`src/rtl/adc_trig_pkg.sv`:
```
package adc_trig_pkg;
  localparam int DEF_SRC_N = 3;
  localparam int DEF_CNT_W = 5;
  localparam int NUM_CH    = 2;
endpackage

```
`src/rtl/trig_src_merge.sv`:
```
module trig_src_merge #(
  parameter int SRC_N = 3
) (
  input  logic [SRC_N-1:0] evt,
  input  logic [SRC_N-1:0] en,
  output logic             cand
);
  // Sources that fire together collapse into one candidate
  always_comb cand = |(evt & en);
endmodule

```
`src/rtl/trig_postscale.sv`:
```
module trig_postscale #(
  parameter int CNT_W = 5
) (
  input  logic             clk,
  input  logic             rst,
  input  logic             off,
  input  logic             cand,
  input  logic [CNT_W-1:0] ratio,
  input  logic [CNT_W-1:0] offset,
  output logic             hit
);
  localparam int DIV_W = CNT_W + 1;

  logic [CNT_W-1:0] cnt;
  logic [DIV_W-1:0] divisor;
  logic [DIV_W-1:0] tgt_wide;
  logic [CNT_W-1:0] target;

  always_comb begin
    divisor  = {1'b0, ratio} + DIV_W'(1);
    tgt_wide = {1'b0, offset} % divisor;
    target   = tgt_wide[CNT_W-1:0];
    hit      = cand && !off && (cnt == target);
  end

  always_ff @(posedge clk) begin
    if (rst || off) begin
      cnt <= '0;
    end else if (cand) begin
      if (cnt >= ratio) cnt <= '0;
      else              cnt <= cnt + CNT_W'(1);
    end
  end

  // Counter advances by one per candidate inside the window
  assert_cnt_step_R3: assert property (@(posedge clk) disable iff (rst)
    (!off && cand && cnt < ratio) |=> cnt == $past(cnt) + CNT_W'(1));

  // Idle cycles leave the phase untouched
  assert_cnt_hold_R10: assert property (@(posedge clk) disable iff (rst)
    (!off && !cand) |=> $stable(cnt));

  // Generator off clears the position
  assert_cnt_clear_R7: assert property (@(posedge clk) disable iff (rst)
    off |=> cnt == '0);
endmodule

```
`src/rtl/trig_out_reg.sv`:
```
module trig_out_reg (
  input  logic clk,
  input  logic rst,
  input  logic d,
  output logic q
);
  always_ff @(posedge clk) begin
    if (rst) q <= 1'b0;
    else     q <= d;
  end
endmodule

```
`src/rtl/adc_trig_sched.sv`:
```
module adc_trig_sched #(
  parameter int SRC_N = adc_trig_pkg::DEF_SRC_N,
  parameter int CNT_W = adc_trig_pkg::DEF_CNT_W
) (
  input  logic             clk,
  input  logic             rst,
  input  logic             gen_off,
  input  logic [SRC_N-1:0] evt,
  input  logic [SRC_N-1:0] t1_src_en,
  input  logic [SRC_N-1:0] t2_src_en,
  input  logic [CNT_W-1:0] t1_ratio,
  input  logic [CNT_W-1:0] t1_offset,
  output logic             adc_trig1,
  output logic             adc_trig2
);
  localparam int NCH = adc_trig_pkg::NUM_CH;

  logic [SRC_N-1:0] ch_en [NCH];
  logic [NCH-1:0]   cand;
  logic [NCH-1:0]   fire;
  logic [NCH-1:0]   trig_q;

  assign ch_en[0] = t1_src_en;
  assign ch_en[1] = t2_src_en;

  for (genvar ch = 0; ch < NCH; ch++) begin : g_ch
    trig_src_merge #(.SRC_N(SRC_N)) u_merge (
      .evt  (evt),
      .en   (ch_en[ch]),
      .cand (cand[ch])
    );
    if (ch == 0) begin : g_scaled
      trig_postscale #(.CNT_W(CNT_W)) u_ps (
        .clk    (clk),
        .rst    (rst),
        .off    (gen_off),
        .cand   (cand[ch]),
        .ratio  (t1_ratio),
        .offset (t1_offset),
        .hit    (fire[ch])
      );
    end else begin : g_direct
      assign fire[ch] = cand[ch] && !gen_off;
    end
    trig_out_reg u_out (
      .clk (clk),
      .rst (rst),
      .d   (fire[ch]),
      .q   (trig_q[ch])
    );
  end

  assign adc_trig1 = trig_q[0];
  assign adc_trig2 = trig_q[1];

  assert_trig1_cause_R1: assert property (@(posedge clk) disable iff (rst)
    adc_trig1 |-> $past(|(evt & t1_src_en)));

  assert_trig2_cause_R2: assert property (@(posedge clk) disable iff (rst)
    adc_trig2 |-> $past(|(evt & t2_src_en)));

  assert_ratio0_all_R4: assert property (@(posedge clk) disable iff (rst)
    (|(evt & t1_src_en) && t1_ratio == '0 && t1_offset == '0 && !gen_off) |=> adc_trig1);

  assert_off_silent_R7: assert property (@(posedge clk) disable iff (rst)
    gen_off |=> (!adc_trig1 && !adc_trig2));

  assert_trig2_follows_R8: assert property (@(posedge clk) disable iff (rst)
    (|(evt & t2_src_en) && !gen_off) |=> adc_trig2);
endmodule

```
`config.mk`:
```
export PLATFORM = sky130hd
export DESIGN_NAME = adc_trig_sched
export DESIGN_NICKNAME = d
export VERILOG_FILES = /design/src/rtl/adc_trig_pkg.sv /design/src/rtl/trig_src_merge.sv /design/src/rtl/trig_postscale.sv /design/src/rtl/trig_out_reg.sv /design/src/rtl/adc_trig_sched.sv
export SDC_FILE = /design/constraint.sdc
export NUM_CORES = 1
export LEC_CHECK = 0
export ABC_AREA = 1
export CAP_MARGIN = 10
export CORE_ASPECT_RATIO = 0.5
export CORE_UTILIZATION = 51
export DETAILED_ROUTE_END_ITERATION = 8
export HOLD_SLACK_MARGIN = 0.08
export PLACE_DENSITY_LB_ADDON = 0.08
export SLEW_MARGIN = 20
export SYNTH_ARGS = -nofsm -noshare
export SYNTH_HDL_FRONTEND = slang
export SYNTH_SLANG_ARGS = --single-unit
```
`constraint.sdc`:
```
create_clock -name clk -period 7.9 [get_ports clk]
set_input_delay 1.58 -clock clk [delete_from_list [all_inputs] [get_ports clk]]
set_output_delay 1.58 -clock clk [all_outputs]
set_load 0.02 [all_outputs]
```
# Word level (Yosys, flattened, before mapping)
# Cells that the tools add are included.
# Widths: inputs -> output; s select.
# totals
regBits,7
latchBits,0
mem_bits_rw,0
rom_bits,0
in_bits,22
output_inout_bits,2
word_cells,18
memories,0
# op_classes
n_addsub,2
n_mul,0
div,1
magnitude_cmp,1
eq_ne,1
shift,0
mux,1
n_bitwise,2
n_reduce_logical,7
# op_table
op,count
$add 5x1->6 const B,1
$and 3x3->3,2
$mod 5x6->6,1
$reduce_or 3->1,2
$add 5x1->5 const B,1
$eq 5x5->1,1
$ge 5x5->1,1
$mux 5,1
$logic_and 1x1->1,3
$logic_not 1->1,1
$logic_or 1x1->1,1

# Longest topological paths before layout
# logic_depth
word_depth,4
depth_mapped,60
ltp_nobuf,60

# Hierarchy
# A second synthesis with hierarchy kept.
# unflattened
hier_cells,302
hier_area_um2,1875.5
# by_module_without_submodules
mod,instances,cells_per_inst,area_per_inst_um2,seq_area_each_um2
trig_postscale,1,286,1773.0,100.1
trig_out_reg,2,3,30.0,20.0
trig_src_merge,2,4,16.3,0.0
adc_trig_sched,1,2,10.0,0.0

# Worst setup path after synthesis
# OpenSTA, ideal clock, no wires.
# synth_path
path_kind,in2reg
start,input port t1_ratio[0]
end,register g_ch[0].u_out.q
t_arrival_ns,7.716
required_ns,7.836
setup_slack_ns,0.120
path_stages,56
path_buffers,0
path_cell_list,ha_1 inv_1 nand2_1 nand2_1 nand3_4 nor2_8 nand2_2 nor2_2 ha_1 inv_1 o21bai_1 nand2_2 nand2_1 nand2_1 ha_1 o21ai_1 nand2_1 nand2_1 (+20 left out) nand3_1 nand3_2 nand2_1 nand2_1 nand2_2 or2_2 nand2_1 ha_1 a21o_1 a21boi_0 nand3_1 o21ai_0 nor2_1 nor2_1 nand2_1 nor2_1 nand4_1 nor2_1
# synth_between
elab_chain_len,4
# synth_rtl
item,line_no,rtl
from (decl),adc_trig_sched.sv:11,"input logic [CNT_W-1:0] t1_ratio,"
$add 5x1->6,trig_postscale.sv:20,"divisor = {1'b0, ratio} + DIV_W'(1);"
$mod 5x6->6,trig_postscale.sv:21,"tgt_wide = {1'b0, offset} % divisor;"
$eq 5x5->1,trig_postscale.sv:23,hit = cand && !off && (cnt == target);
$logic_and 1x1->1,trig_postscale.sv:23,
to (signal assigned),trig_out_reg.sv:8,if (rst) q <= 1'b0;
to (signal assigned),trig_out_reg.sv:9,else q <= d;
to (decl),trig_out_reg.sv:5,output logic q
# Every way passes these cells.
# A chain may end at the register's enable or synchronous reset.

# Worst setup path after layout
# layout_path
start,input port t1_ratio[1]
end,register g_ch[0].u_out.q
# Same word-level chain as after synthesis.

==> flow_summary.ini <==
[outcome]
run_status = finished, final reports clean

[clock_network]
cts_hold_buf = 0
clk_pin_slew_worst_paths_ns = 0.04
htree_levels = 1
cts.path.max_buffers = 2
cts_sinks = 7
cts_tree = done
cts_buffers = 3
insertion_delay_ns = 0.22
clockRootBuffer = clkbuf_8

[pwr]
power.total_mw = 0.581
leakagePower_nw = 1.55
p_per_area_nw_per_um2 = 197
max-vdd-ir-drop_uv = 162

[critical_path]
cp_common_cell = nand2_2
required_ns = 8.06
cpLargestDelayFamily = simple AND/OR/NAND/NOR gates
r2r_end = g_ch[0].g_scaled.u_ps.cnt[1]$_SDFFE_PP0N_
arrival_ns = 7.67
crit_path_end_kind = flip-flop
slowest_delay_ns = 0.31
start_kind = input pin
critPathKind = in2reg
path_max_fanout = 8
critPathBufInv = 4
r2r_start = g_ch[0].g_scaled.u_ps.cnt[0]$_SDFFE_PP0N_
slowest_stage = ha_1
startpoint = t1_ratio[1]
rrSetupSlack_ns = 6.07
rr_worst_depth = 11

[yosys]
synth_edf_count = 0
syn_inst = 298
synthesis.area_um2 = 1860
synth_seq_area_share_pct = 7.55
synth.avg_cell_area_um2 = 6.23
yosys_warnings = 0
ys_async_sr_fraction_pct = 0
synth_nets = 351
synth-seq-cells = 7
synth.distinct_cells = 32
synth-main-ff-cell = dfxtp_1

[drt]
drcViolationCount = 0
drt_iter0_drc = 102
via_per_inst = 5.12
wire_per_inst_um = 13.1
wl_met1_mm = 2.50
wl_met2_mm = 2.94
highest_layer = met4
firstDrtPassIters = 4
drt.antenna.violating_nets = 0
dr_wl_met3_um = 270
num_vias = 2272
finalWirelength_mm = 5.82

[sta]
fin_worst_skew_ns = 0.000649
setup_violations = 0
timing.final.crit_period_ns = 7.51
report.final.slew_viol_count = 0
min_period_over_period_pct = 95.1
worstMarginPinSlew_ns = 0.318
fmax_mhz = 133
finalHoldViolCount = 0
hold_slack_ns = 0.567
fin_setup_tns_ns = 0
max-slew-margin-rel_pct = 78.7

[final_layout]
fillers = 232
nNetsFinal = 447
area_growth_pct = 58.8
num_antenna_cells = 0
fin_area_um2 = 2950
final_cell_mix = 69 x buf_4, 67 x nand2_1, 39 x inv_1, 25 x nand3_1
final_cell_count_no_fill = 444
layout-drive-gt1-share_pct = 38.4
layout_commonest_cell = buf_4

[placed_design]
dp_cells = 439
post_dp_cell_area_um2 = 2660
gp_congestion = 0.879
io_buffer_count = 23
dp_hpwl_mm = 4.35

[min_path]
hold_end = g_ch[0].g_scaled.u_ps.cnt[0]$_SDFFE_PP0N_
whs_path_depth = 2
hp-class = reg2reg
hp-start = g_ch[0].g_scaled.u_ps.cnt[0]$_SDFFE_PP0N_

[floorplan]
coreArea_um2 = 3450
die-area_um2 = 3900
die_x_um = 87.3
num_rows = 15
dieHeight_um = 44.7
initial_core_util_pct = 53.8
ioPinCount = 24

[global_route]
grt_pass1_wl_mm = 8.47
grt.total_usage_pct = 27.5
grt_overflow = 0
antenna_found_initial = 0
grt_max_degree = 9
grt_pass1_vias = 2008

[flow_run]
drv_cap = 0
-- kinds of logic (layout without fill, tap and decap cells) --
family                   after synthesis  in the layout  share of synthesized area [%]
XOR/XNOR                              15             15                           7.08
AND/OR/NAND/NOR                      168            168                           45.0
buffers and inverters                 50            145                           10.1
AO/OA/AOI/OAI                         27             27                           8.96
flip-flops                             7              7                           7.55
adder cells (fa/ha/maj)               31             31                           21.3
-- area by class of cell --
cell class	instances	area [um^2]	share of cell area (%)
multi-input combinational	241	1770	60.0
timing repair buffer	93	749	25.4
inverter	48	180	6.11
sequential	7	140	4.75
tap	51	63.8	2.16
clock buffer	4	45.0	1.53
-- tightest hold or removal path: stages, from the launching register on --
cell,delay [ns]
dfxtp_1,0.35
nand4_1,0.11
a21oi_1,0.05
-- power breakdown --
| part | internal, mW | leakage, nW | total, mW | switching, mW |
|---|---|---|---|---|
| Sequential | 0.0367 | 0.0568 | 0.0377 | 0.00107 |
| Combinational | 0.248 | 1.47 | 0.496 | 0.248 |
| Clock | 0.0347 | 0.0228 | 0.0480 | 0.0133 |
-- through the flow --
stage	utilization, %	setup WS (ns)
4_1_cts	80.0	0.00392
6_report	85.4	0.391
3_3_place_gp	77.1	-0.350
3_5_place_dp	77.1	-0.640
5_1_grt	85.4	-0.0996
2_1_floorplan	-	0.120
-- timing repair --
| action | in CTS | in global routing |
|---|---|---|
| setup buffers | 0 | 1 |
| setup endpoints to repair | 1 | 1 |
| resized for setup | 15 | 47 |
| pin swaps | 4 | 21 |
-- per-layer routing --
layer	GRT usage, %	vias up
li1	-	1164
met1	33.7	1035
met2	55.5	61
met3	1.12	12
met4	3.93	0
met5	0	-
-- synth_stat cells (5+ instances only) --
| cell | n | area share (%) |
|---|---|---|
| a21oi_1 | 12 | 3.2 |
| dfxtp_1 | 7 | 7.5 |
| ha_1 | 30 | 20 |
| inv_1 | 45 | 9.1 |
| nand2_1 | 79 | 16 |
| nand2_2 | 10 | 3.4 |
| nand3_1 | 32 | 8.6 |
| nand4_1 | 8 | 2.7 |
| nor2_1 | 17 | 3.4 |
| xnor2_1 | 10 | 4.7 |
| xor2_1 | 5 | 2.4 |
-- sequential cells by signal (all words and copies together), names as in the netlist --
name,cells
g_ch.g_scaled.u_ps.cnt,5
g_ch.u_out.q,2
-- worst max path at each step --
stage / end / slack, ns / cells after the start
final: g_ch[0].u_out.q$_SDFF_PP0_ / 0.39 / 55
after global routing: g_ch[0].u_out.q$_SDFF_PP0_ / -0.1 / 54
after CTS: g_ch[0].u_out.q$_SDFF_PP0_ / 0.004 / 62
after detailed placement: g_ch[0].u_out.q$_SDFF_PP0_ / -0.64 / 57
after global placement: g_ch[0].u_out.q$_SDFF_PP0_ / -0.35 / 57
after floorplan: g_ch[0].u_out.q$_SDFF_PP0_ / 0.12 / 56
No activity file was read; power rests on OpenSTA's default activity.
